[config.mk]
export PLATFORM = sky130hd
export DESIGN_NAME = tmr_wake_array
export DESIGN_NICKNAME = d
export VERILOG_FILES = /design/src/rtl/tmr_wake_pkg.sv /design/src/rtl/tmr_cmd_decode.sv /design/src/rtl/tmr_slot.sv /design/src/rtl/tmr_wake_arb.sv /design/src/rtl/tmr_wake_array.sv
export SDC_FILE = /design/constraint.sdc
export NUM_CORES = 1
export LEC_CHECK = 0
export BUFFER_PORTS_ARGS = -buffer_cell sky130_fd_sc_hd__buf_2
export CAP_MARGIN = 20
export CORE_ASPECT_RATIO = 1.2
export CORE_MARGIN = 1
export CORE_UTILIZATION = 59
export DETAILED_ROUTE_END_ITERATION = 12
export PLACE_DENSITY = 0.85
export SLEW_MARGIN = 20
export SYNTH_ARGS = -nofsm -noshare
export SYNTH_HDL_FRONTEND = slang
export SYNTH_SLANG_ARGS = --single-unit
export TNS_END_PERCENT = 100
[constraint.sdc]
create_clock -name clk -period 3.3 [get_ports clk]
set_input_delay 0.495 -clock clk [delete_from_list [all_inputs] [get_ports clk]]
set_output_delay 0.495 -clock clk [all_outputs]
set_load 0.01 [all_outputs]
[src/rtl/tmr_wake_pkg.sv]
package tmr_wake_pkg;
  localparam int NSLOT   = 16;
  localparam int SLOT_W  = $clog2(NSLOT);
  localparam int STATE_W = 4;
  localparam int COUNT_W = 8;
  localparam int WORD_W  = STATE_W + COUNT_W + SLOT_W;

  // Reset value of a slot's state: top bit set means disabled
  localparam logic [STATE_W-1:0] STATE_OFF = {1'b1, {(STATE_W-1){1'b0}}};

  typedef struct packed {
    logic [STATE_W-1:0] state;
    logic [COUNT_W-1:0] count;
    logic [SLOT_W-1:0]  slot;
  } cmd_word_t;
endpackage

[src/rtl/tmr_cmd_decode.sv]
module tmr_cmd_decode
  import tmr_wake_pkg::*;
#(
  parameter int MIN_GAP = 7
) (
  input  logic               clk,
  input  logic               rst_n,
  input  logic               cmd_load,
  input  logic               cmd_add,
  input  logic [WORD_W-1:0]  cmd_word,
  output logic [NSLOT-1:0]   wr_load,
  output logic [NSLOT-1:0]   wr_add,
  output logic [STATE_W-1:0] wr_state,
  output logic [COUNT_W-1:0] wr_count,
  output logic               proto_err
);
  localparam int GAP_W = $clog2(MIN_GAP + 1);
  localparam logic [GAP_W-1:0] GAP_MAX = GAP_W'(MIN_GAP);

  cmd_word_t        word;
  logic             any_cmd;
  logic             do_add;
  logic [GAP_W-1:0] gap_q, gap_d;
  logic             err_q, err_d;

  assign word     = cmd_word_t'(cmd_word);
  assign wr_state = word.state;
  assign wr_count = word.count;
  assign any_cmd  = cmd_load | cmd_add;
  assign do_add   = cmd_add & ~cmd_load;

  for (genvar s = 0; s < NSLOT; s++) begin : g_sel
    assign wr_load[s] = cmd_load & (word.slot == SLOT_W'(s));
    assign wr_add[s]  = do_add   & (word.slot == SLOT_W'(s));
  end

  always_comb begin
    gap_d = gap_q;
    if (any_cmd)            gap_d = GAP_W'(1);
    else if (gap_q < GAP_MAX) gap_d = gap_q + GAP_W'(1);
    err_d = (any_cmd & (gap_q < GAP_MAX)) | (cmd_load & cmd_add);
  end

  always_ff @(posedge clk or negedge rst_n) begin
    if (!rst_n) begin
      gap_q <= GAP_MAX;
      err_q <= 1'b0;
    end else begin
      gap_q <= gap_d;
      err_q <= err_d;
    end
  end

  assign proto_err = err_q;
endmodule

[src/rtl/tmr_slot.sv]
module tmr_slot
  import tmr_wake_pkg::*;
(
  input  logic               clk,
  input  logic               rst_n,
  input  logic               tick,
  input  logic               wr_load,
  input  logic               wr_add,
  input  logic [STATE_W-1:0] wr_state,
  input  logic [COUNT_W-1:0] wr_count,
  input  logic               capture,
  output logic               req,
  output logic [STATE_W-1:0] state
);
  logic [STATE_W-1:0] state_q, state_d;
  logic [COUNT_W-1:0] cnt_q, cnt_d;
  logic               park_q, park_d;
  logic               enabled;
  logic               step;
  logic               upd_en;

  assign enabled = ~state_q[STATE_W-1];
  assign step    = tick & enabled;
  assign upd_en  = wr_load | wr_add | step | capture;

  always_comb begin
    state_d = state_q;
    cnt_d   = cnt_q;
    park_d  = park_q;
    if (wr_load) begin
      state_d = wr_state;
      cnt_d   = wr_count - COUNT_W'(1);
      park_d  = 1'b0;
    end else if (wr_add) begin
      state_d = wr_state;
      cnt_d   = cnt_q + wr_count - COUNT_W'(step);
      park_d  = 1'b0;
    end else if (step) begin
      cnt_d   = cnt_q - COUNT_W'(1);
    end
    if (capture) park_d = 1'b1;
  end

  always_ff @(posedge clk or negedge rst_n) begin
    if (!rst_n) begin
      state_q <= STATE_OFF;
      cnt_q   <= '0;
      park_q  <= 1'b0;
    end else if (upd_en) begin
      state_q <= state_d;
      cnt_q   <= cnt_d;
      park_q  <= park_d;
    end
  end

  assign req   = enabled & cnt_q[COUNT_W-1] & ~park_q;
  assign state = state_q;
endmodule

[src/rtl/tmr_wake_arb.sv]
module tmr_wake_arb
  import tmr_wake_pkg::*;
(
  input  logic                            clk,
  input  logic                            rst_n,
  input  logic [NSLOT-1:0]                req,
  input  logic [NSLOT-1:0]                busy,
  input  logic [NSLOT-1:0][STATE_W-1:0]   slot_state,
  input  logic                            wake_ready,
  output logic [NSLOT-1:0]                capture,
  output logic                            wake_valid,
  output logic [SLOT_W-1:0]               wake_slot,
  output logic [STATE_W-1:0]              wake_state
);
  logic [NSLOT-1:0]   cand;
  logic               any;
  logic [SLOT_W-1:0]  win;
  logic               free;
  logic               valid_q, valid_d;
  logic [SLOT_W-1:0]  slot_q, slot_d;
  logic [STATE_W-1:0] st_q, st_d;
  logic               reg_en;

  assign cand = req & ~busy;
  assign free = ~valid_q | wake_ready;

  // Highest index wins: later iterations overwrite earlier ones
  always_comb begin
    any = 1'b0;
    win = '0;
    for (int i = 0; i < NSLOT; i++) begin
      if (cand[i]) begin
        any = 1'b1;
        win = SLOT_W'(i);
      end
    end
  end

  always_comb begin
    valid_d = valid_q;
    slot_d  = slot_q;
    st_d    = st_q;
    capture = '0;
    if (free) begin
      valid_d = any;
      if (any) begin
        slot_d       = win;
        st_d         = slot_state[win];
        capture[win] = 1'b1;
      end
    end
  end

  assign reg_en = free;

  always_ff @(posedge clk or negedge rst_n) begin
    if (!rst_n) begin
      valid_q <= 1'b0;
      slot_q  <= '0;
      st_q    <= '0;
    end else if (reg_en) begin
      valid_q <= valid_d;
      slot_q  <= slot_d;
      st_q    <= st_d;
    end
  end

  assign wake_valid = valid_q;
  assign wake_slot  = slot_q;
  assign wake_state = st_q;
endmodule

[src/rtl/tmr_wake_array.sv]
module tmr_wake_array
  import tmr_wake_pkg::*;
#(
  parameter int TICK_CYCLES = 64,
  parameter int MIN_GAP     = 7
) (
  input  logic               clk,
  input  logic               rst_n,
  input  logic               cmd_load,
  input  logic               cmd_add,
  input  logic [WORD_W-1:0]  cmd_word,
  output logic               wake_valid,
  input  logic               wake_ready,
  output logic [SLOT_W-1:0]  wake_slot,
  output logic [STATE_W-1:0] wake_state,
  output logic               proto_err
);
  localparam int PRE_W = (TICK_CYCLES > 1) ? $clog2(TICK_CYCLES) : 1;
  localparam logic [PRE_W-1:0] PRE_LAST = PRE_W'(TICK_CYCLES - 1);

  logic [PRE_W-1:0]              pre_q, pre_d;
  logic                          tick;
  logic [NSLOT-1:0]              wr_load, wr_add, capture, req;
  logic [STATE_W-1:0]            wr_state;
  logic [COUNT_W-1:0]            wr_count;
  logic [NSLOT-1:0][STATE_W-1:0] slot_state;

  assign tick  = (pre_q == PRE_LAST);
  assign pre_d = tick ? '0 : pre_q + PRE_W'(1);

  always_ff @(posedge clk or negedge rst_n) begin
    if (!rst_n) pre_q <= '0;
    else        pre_q <= pre_d;
  end

  tmr_cmd_decode #(.MIN_GAP(MIN_GAP)) u_dec (
    .clk       (clk),
    .rst_n     (rst_n),
    .cmd_load  (cmd_load),
    .cmd_add   (cmd_add),
    .cmd_word  (cmd_word),
    .wr_load   (wr_load),
    .wr_add    (wr_add),
    .wr_state  (wr_state),
    .wr_count  (wr_count),
    .proto_err (proto_err)
  );

  for (genvar s = 0; s < NSLOT; s++) begin : g_slot
    tmr_slot u_slot (
      .clk      (clk),
      .rst_n    (rst_n),
      .tick     (tick),
      .wr_load  (wr_load[s]),
      .wr_add   (wr_add[s]),
      .wr_state (wr_state),
      .wr_count (wr_count),
      .capture  (capture[s]),
      .req      (req[s]),
      .state    (slot_state[s])
    );
  end

  tmr_wake_arb u_arb (
    .clk        (clk),
    .rst_n      (rst_n),
    .req        (req),
    .busy       (wr_load | wr_add),
    .slot_state (slot_state),
    .wake_ready (wake_ready),
    .capture    (capture),
    .wake_valid (wake_valid),
    .wake_slot  (wake_slot),
    .wake_state (wake_state)
  );
endmodule

After elaboration in Yosys (flattened, before gate mapping)

Index checks and enable logic that the tools add are counted.

Latch bits: 0
Input port bits: 21
Memory bits (read-only): 0
Memories kept: 0
Word-level logic and storage cells: 563
Output and inout port bits: 10
Bits in writable memories: 0
Register bits: 227

Div/mod/pow operators: 0
Shift operators: 0
$mul: 0
Bitwise operators: 171
$add $sub $neg: 51
Muxes and demuxes: 168
Eq/ne operators: 16
Magnitude comparators: 3
Reductions and logical operators: 100

Operators with widths:

| operator                                            | count |
|---|---|
| two-way mux 8 bit                                   | 48 |
| two-way mux 4 bit                                   | 41 |
| subtractor 8 x 1 -> 8 bit, second input constant    | 17 |
| adder 8 bit                                         | 16 |
| subtractor 8 x 1 -> 8 bit                           | 16 |
| AND reduction 2 bit                                 | 49 |
| nonzero test 3 bit                                  | 32 |
| bitwise AND 1 bit                                   | 83 |
| two-way mux 1 bit                                   | 66 |
| bitwise OR 1 bit                                    | 51 |
| NOT 1 bit                                           | 34 |
| nonzero test 2 bit                                  | 17 |
| equality test 4 bit, second input constant          | 8 |
| two-way mux 16 bit                                  | 2 |
| two-way mux 3 bit                                   | 6 |
| bitwise AND 16 bit                                  | 1 |
| binary-select mux 4 bit (select 4 bit)              | 1 |
| equality test 4 x 3 -> 1 bit, second input constant | 4 |
| NOT 16 bit                                          | 1 |
| bitwise OR 16 bit                                   | 1 |
| equality test 4 x 2 -> 1 bit, second input constant | 2 |
| adder 6 x 1 -> 6 bit, second input constant         | 1 |
| equality test 6 bit, second input constant          | 1 |
| two-way mux 6 bit                                   | 1 |
| other kinds (9)                                     | 10 |

Longest topological paths before layout

Word-level depth: 29
Gate-level depth with buffers: 18
Gate-level depth less buffers: 17

Hierarchy

From an unflattened synthesis, not the netlist that was laid out.

Cell total of the unflattened synthesis: 2779
Area total of the unflattened synthesis: 23098.4 µm²

By module, submodules not included:

| module                          | cells each | area each (µm²) | instances | sequential area each (µm²) |
|---|---|---|---|---|
| tmr_slot (g_slot[0].u_slot ...) | 156        | 1308.8          | 15        | 326.6 |
| tmr_slot (g_slot[14].u_slot)    | 151        | 1330.0          | 1         | 326.6 |
| tmr_wake_arb                    | 176        | 1297.5          | 1         | 225.2 |
| tmr_cmd_decode                  | 75         | 491.7           | 1         | 103.8 |
| tmr_wake_array                  | 37         | 347.8           | 1         | 150.1 |

Worst setup path before layout

No wires, ideal clock.

Path type: register to register
Start: register pre_q[0]
End: register g_slot[2].u_slot.cnt_q[6]
Setup time: 0.125 ns
Data arrival time: 3.270 ns
Data required time: 3.175 ns
Path slack: -0.095 ns
Stages on the path, launching flop included: 19
Clock period less this slack: 3.395 ns
Path buffers: 1
Path through: dfrtp_1 ha_1 nand3_1 clkbuf_1 nor2_1 ha_1 inv_1 ha_1 inv_1 fa_1 inv_1 a21oi_1 o21bai_1 a21o_1 a21oi_1 xnor2_1 o211ai_1 o21ai_0 mux2_2

Longest elaborated chain between the ends: 5
Elaborated cells between the ends (all ways): 9
Those cells by class: add/sub: 1; eq/ne: 1; mux: 2; bitwise: 3; reduce/logical: 2

Ends and longest elaborated chain:

| what                                                          | RTL line                       | source |
|---|---|---|
| start, declared                                               | tmr_wake_array.sv:21           | `logic [PRE_W-1:0] pre_q, pre_d;` |
| start signal, assigned                                        | tmr_wake_array.sv:33           | `else pre_q <= pre_d;` |
| equality test 6 bit *                                         | tmr_wake_array.sv:28           | `assign tick = (pre_q == PRE_LAST);` |
| bitwise AND 1 bit *                                           | tmr_slot.sv:23                 | `assign step = tick & enabled;` |
| subtractor 8 x 1 -> 8 bit or bitwise OR 1 bit (tied branches) | tmr_slot.sv:36, tmr_slot.sv:24 |  |
| two-way mux 8 bit or bitwise OR 1 bit (tied branches)         | tmr_slot.sv:34, tmr_slot.sv:24 |  |
| two-way mux 8 bit or AND reduction 2 bit (tied branches)      | n/a                            |  |
| end signal, assigned                                          | tmr_slot.sv:51                 | `cnt_q <= cnt_d;` |
| end, declared                                                 | tmr_slot.sv:16                 | `logic [COUNT_W-1:0] cnt_q, cnt_d;` |

Every way passes the cells marked *; elsewhere a longest branch is shown, timed or not.
A chain may end at the register's enable or synchronous reset.

Worst setup path after layout

Start: register pre_q[3]
End: register g_slot[1].u_slot.cnt_q[6]

Longest elaborated chain between the ends: 5
Elaborated cells between the ends (all ways): 9
Those cells by class: add/sub: 1; eq/ne: 1; mux: 2; bitwise: 3; reduce/logical: 2

Ends and longest elaborated chain:

| what                                                          | RTL line |
|---|---|
| equality test 6 bit *                                         | tmr_wake_array.sv:28 |
| bitwise AND 1 bit *                                           | tmr_slot.sv:23 |
| subtractor 8 x 1 -> 8 bit or bitwise OR 1 bit (tied branches) | tmr_slot.sv:36, tmr_slot.sv:24 |
| two-way mux 8 bit or bitwise OR 1 bit (tied branches)         | tmr_slot.sv:34, tmr_slot.sv:24 |
| two-way mux 8 bit or AND reduction 2 bit (tied branches)      | n/a |
| end signal, assigned                                          | tmr_slot.sv:51 |
| end, declared                                                 | tmr_slot.sv:16 |

Marks and branches as above.

==> qor.csv <==
stage;metric;value;unit
outcome;status;finished with violations;
outcome;violations;negative setup slack;
synth;synth-seq-cells;227;
sta;relSlewSlack;0.244;
synth;synth.top_cells.by_count;inv_1 (387), ha_1 (243), nand2_1 (216), dfrtp_1 (208), nor2_1 (207);
drt;dr.pass1.iters;7;
clock_network;cts.sinks;227;
pwr;peakVddDrop;0.000589;V
placement;portBuffers;30;
sta;setup_tns;-0.0876;ns
final_layout;fin_area;23700;sq um
drt;antenna_left;0;
pwr;power;17.8;mW
clock_network;cts_root_buf;clkbuf_16;
sta;hold_slack;0.293;ns
die;die_x;171;microns
grt;grt_pass1_wl;98200;microns
die;core;33400;sq um
grt;grt_max_degree;74;
critical_path;worstPathRequired;3.77;ns
critical_path;r2r_setup_slack;-0.06;ns
drt;vias;19700;
die;die_y;204;microns
run;cap_viol_max_count;0;
drt;route.met3.wl;6950;microns
sta;setup_ws;-0.0585;ns
final_layout;fin_nets;2916;
synth;yosys_warnings;0;
grt;grtUsageTotal;0.358;
synth;synth.largest_area_cell;dfrtp_1;
sta;tightest_slew;1.13;ns
clock_network;path_clk_slew;0.06;ns
grt;overflow;0;
synth;yosys.cell_types.count;72;
die;row_count;73;
clock_network;htree_levels;1;
drt;top_layer;met5;
sta;finClkSkew;0.0285;ns
drt;wl;64500;microns
synth;synthCells;2472;
hold_path;whs_endpoint;g_slot[2].u_slot.state[1]$_DFFE_PN0P_;
sta;period_minus_slack;3.36;ns
critical_path;critPathLaunchType;flop;
hold_path;min_from;cmd_word[13];
drt;drc_errors;0;
synth;synthArstFlopShare;1.00;
die;ioPinCount;31;
placement;preCtsSetupSlack;-0.185;ns
sta;slew_viol_final;0;
synth;syn_nets;2752;
sta;period_share;1.02;
final_layout;area_growth;17.4;%
hold_path;holdPathStages;3;
clock_network;insertion_delay;0.59;ns
final_layout;drive_gt1_frac;0.188;
pwr;powerDensity;751;nW/um^2
sta;fmax;298;MHz
drt;drt-met1-wl;23200;microns
grt;grt_pass1_vias;19500;
sta;final-setup-viol-count;2;
synth;synth_area_per_cell;8.16;sq um
critical_path;critPathMaxFanout;7;
placement;dp_hpwl;44800;microns
critical_path;r2r_end;g_slot[1].u_slot.cnt_q[6]$_DFFE_PN0P_;
synth;synth_edf_count;0;
critical_path;critical_path_class;reg -> reg;
sta;final-hold-violation-count;0;
synth;yosysMostFrequentCell;inv_1;
pwr;p_leak;10.9;nW
drt;met2WireLength;29800;microns
synth;yosysSeqAreaShare;0.283;
critical_path;arrival;3.83;ns
placement;place_area;21700;sq um
critical_path;r2r_cells;19;
sta;rsz0062_at_grt;true;
critical_path;cp-end-kind;flop;
synth;synthTopCellsByArea;dfrtp_1 (26%), ha_1 (15%), inv_1 (7.2%), xnor2_1 (6.7%), a21oi_1 (4.7%);
drt;viasPerCell;6.32;
clock_network;numCtsBuffers;26;
synth;syn-cell-area;20200;sq um
clock_network;clock_path_buffers;3;
synth;synth_top_flop_cell;dfrtp_1;
drt;avgRoutedWirePerCell;20.7;microns
grt;antenna_found_initial;4;
critical_path;timing.rr.start;pre_q[3]$_DFF_PN0_;
die;dieArea;34900;sq um
die;start_util;0.603;
hold_path;hold_path.class;in -> reg;
drt;drt-initial-drc-count;2277;
placement;gp_congestion;0.971;
clock_network;tritoncts;done;
synth;synth.top_cell.area_share;0.258;
## power breakdown
group | switching (mW) | internal (mW) | leakage, nW
Clock | 1.34 | 1.80 | 0.430
Sequential | 0.761 | 3.64 | 2.67
Combinational | 5.55 | 4.69 | 7.82
## cell type report
class	count	area, sq um
antenna	3	7.51
tap	450	563
inverter	387	1460
timing repair buffer	222	1750
clock buffer	34	731
clock inverter	14	176
sequential	227	5700
multi-input combinational	1772	13300
fill	2350	9760
## worst max path at each step
stage                                  start                                      to  slack, ns  cells past startpoint
final                     pre_q[3]$_DFF_PN0_   g_slot[1].u_slot.cnt_q[6]$_DFFE_PN0P_      -0.06                     19
after global routing      pre_q[3]$_DFF_PN0_   g_slot[1].u_slot.cnt_q[6]$_DFFE_PN0P_      -0.19                     19
after CTS                 pre_q[0]$_DFF_PN0_  g_slot[12].u_slot.cnt_q[7]$_DFFE_PN0P_      0.003                     16
after detailed placement  pre_q[3]$_DFF_PN0_   g_slot[9].u_slot.cnt_q[6]$_DFFE_PN0P_      -0.18                     18
after global placement    pre_q[4]$_DFF_PN0_   g_slot[1].u_slot.cnt_q[6]$_DFFE_PN0P_      -0.05                     18
after floorplan           pre_q[0]$_DFF_PN0_   g_slot[5].u_slot.cnt_q[6]$_DFFE_PN0P_       0.04                     18
## worst max-delay path, stage by stage (launching register included)
cell and delay, ns:
dfrtp_1 0.36, and3_4 0.23, nand3_4 0.15, buf_12 0.21, buf_6 0.12, nor2_4 0.13, ha_4 0.22, inv_2 0.06
ha_4 0.13, inv_2 0.04, fa_2 0.41, inv_2 0.07, a21oi_2 0.05, o21bai_1 0.22, a21o_1 0.16, a21oi_2 0.05
xnor2_1 0.13, o211ai_1 0.15, o21ai_1 0.09, mux2_4 0.27
## per-layer routing
layer	GRT usage	vias to the layer above
met5	0	-
met3	0.0746	405
met1	0.424	9283
met4	0.233	2
met2	0.588	1180
li1	-	8780
## flip-flops by register name (all words and copies together), names as in the netlist
name                  count
g_slot.u_slot.cnt_q     128
g_slot.u_slot.state      64
g_slot.u_slot.park_q     16
pre_q                     6
u_arb.wake_slot           4
u_arb.wake_state          4
u_dec.gap_q               3
u_arb.wake_valid          1
u_dec.proto_err           1
## cell families after synthesis
group | Yosys count | synth area share
fa+ha+maj | 260 | 0.167
simple gates | 606 | 0.131
compound gates | 641 | 0.205
flops | 227 | 0.283
mux | 61 | 0.0334
xor+xnor | 203 | 0.0882
buf+inv | 474 | 0.0918
## cell usage in the layout (no fill, tap or decap), types with 16 or more instances in the layout
cell type / count
o22ai_1: 23
a21oi_2: 39
o211ai_1: 36
a22oi_1: 16
inv_2: 24
inv_1: 362
buf_2: 29
a31oi_1: 18
a21oi_1: 151
o21ai_1: 22
nor2_1: 192
a21o_1: 33
nor2_4: 16
dfrtp_1: 208
nor3_1: 47
nand3_1: 66
xor2_1: 45
a211oi_1: 59
o21bai_1: 30
nand2_1: 216
o21ai_0: 108
xnor2_1: 151
buf_4: 177
clkbuf_16: 27
dfstp_2: 19
ha_1: 219
mux2_2: 46
## repair_timing
item,4_1_cts,5_1_grt
endpoints found under the hold margin,56,0
gates cloned,0,2
buffers inserted,6,35
gates resized for setup,13,178
pin swaps,4,92
setup endpoints to repair,27,40
hold buffers,1,0
## through the flow
stage,utilization,instances
3_3_place_gp,0.650,3013
3_5_place_dp,0.650,3014
2_1_floorplan,-,2472
4_1_cts,0.680,3069
6_report,0.708,3109
5_1_grt,0.708,3109
Power figures use the tool's default switching activity.
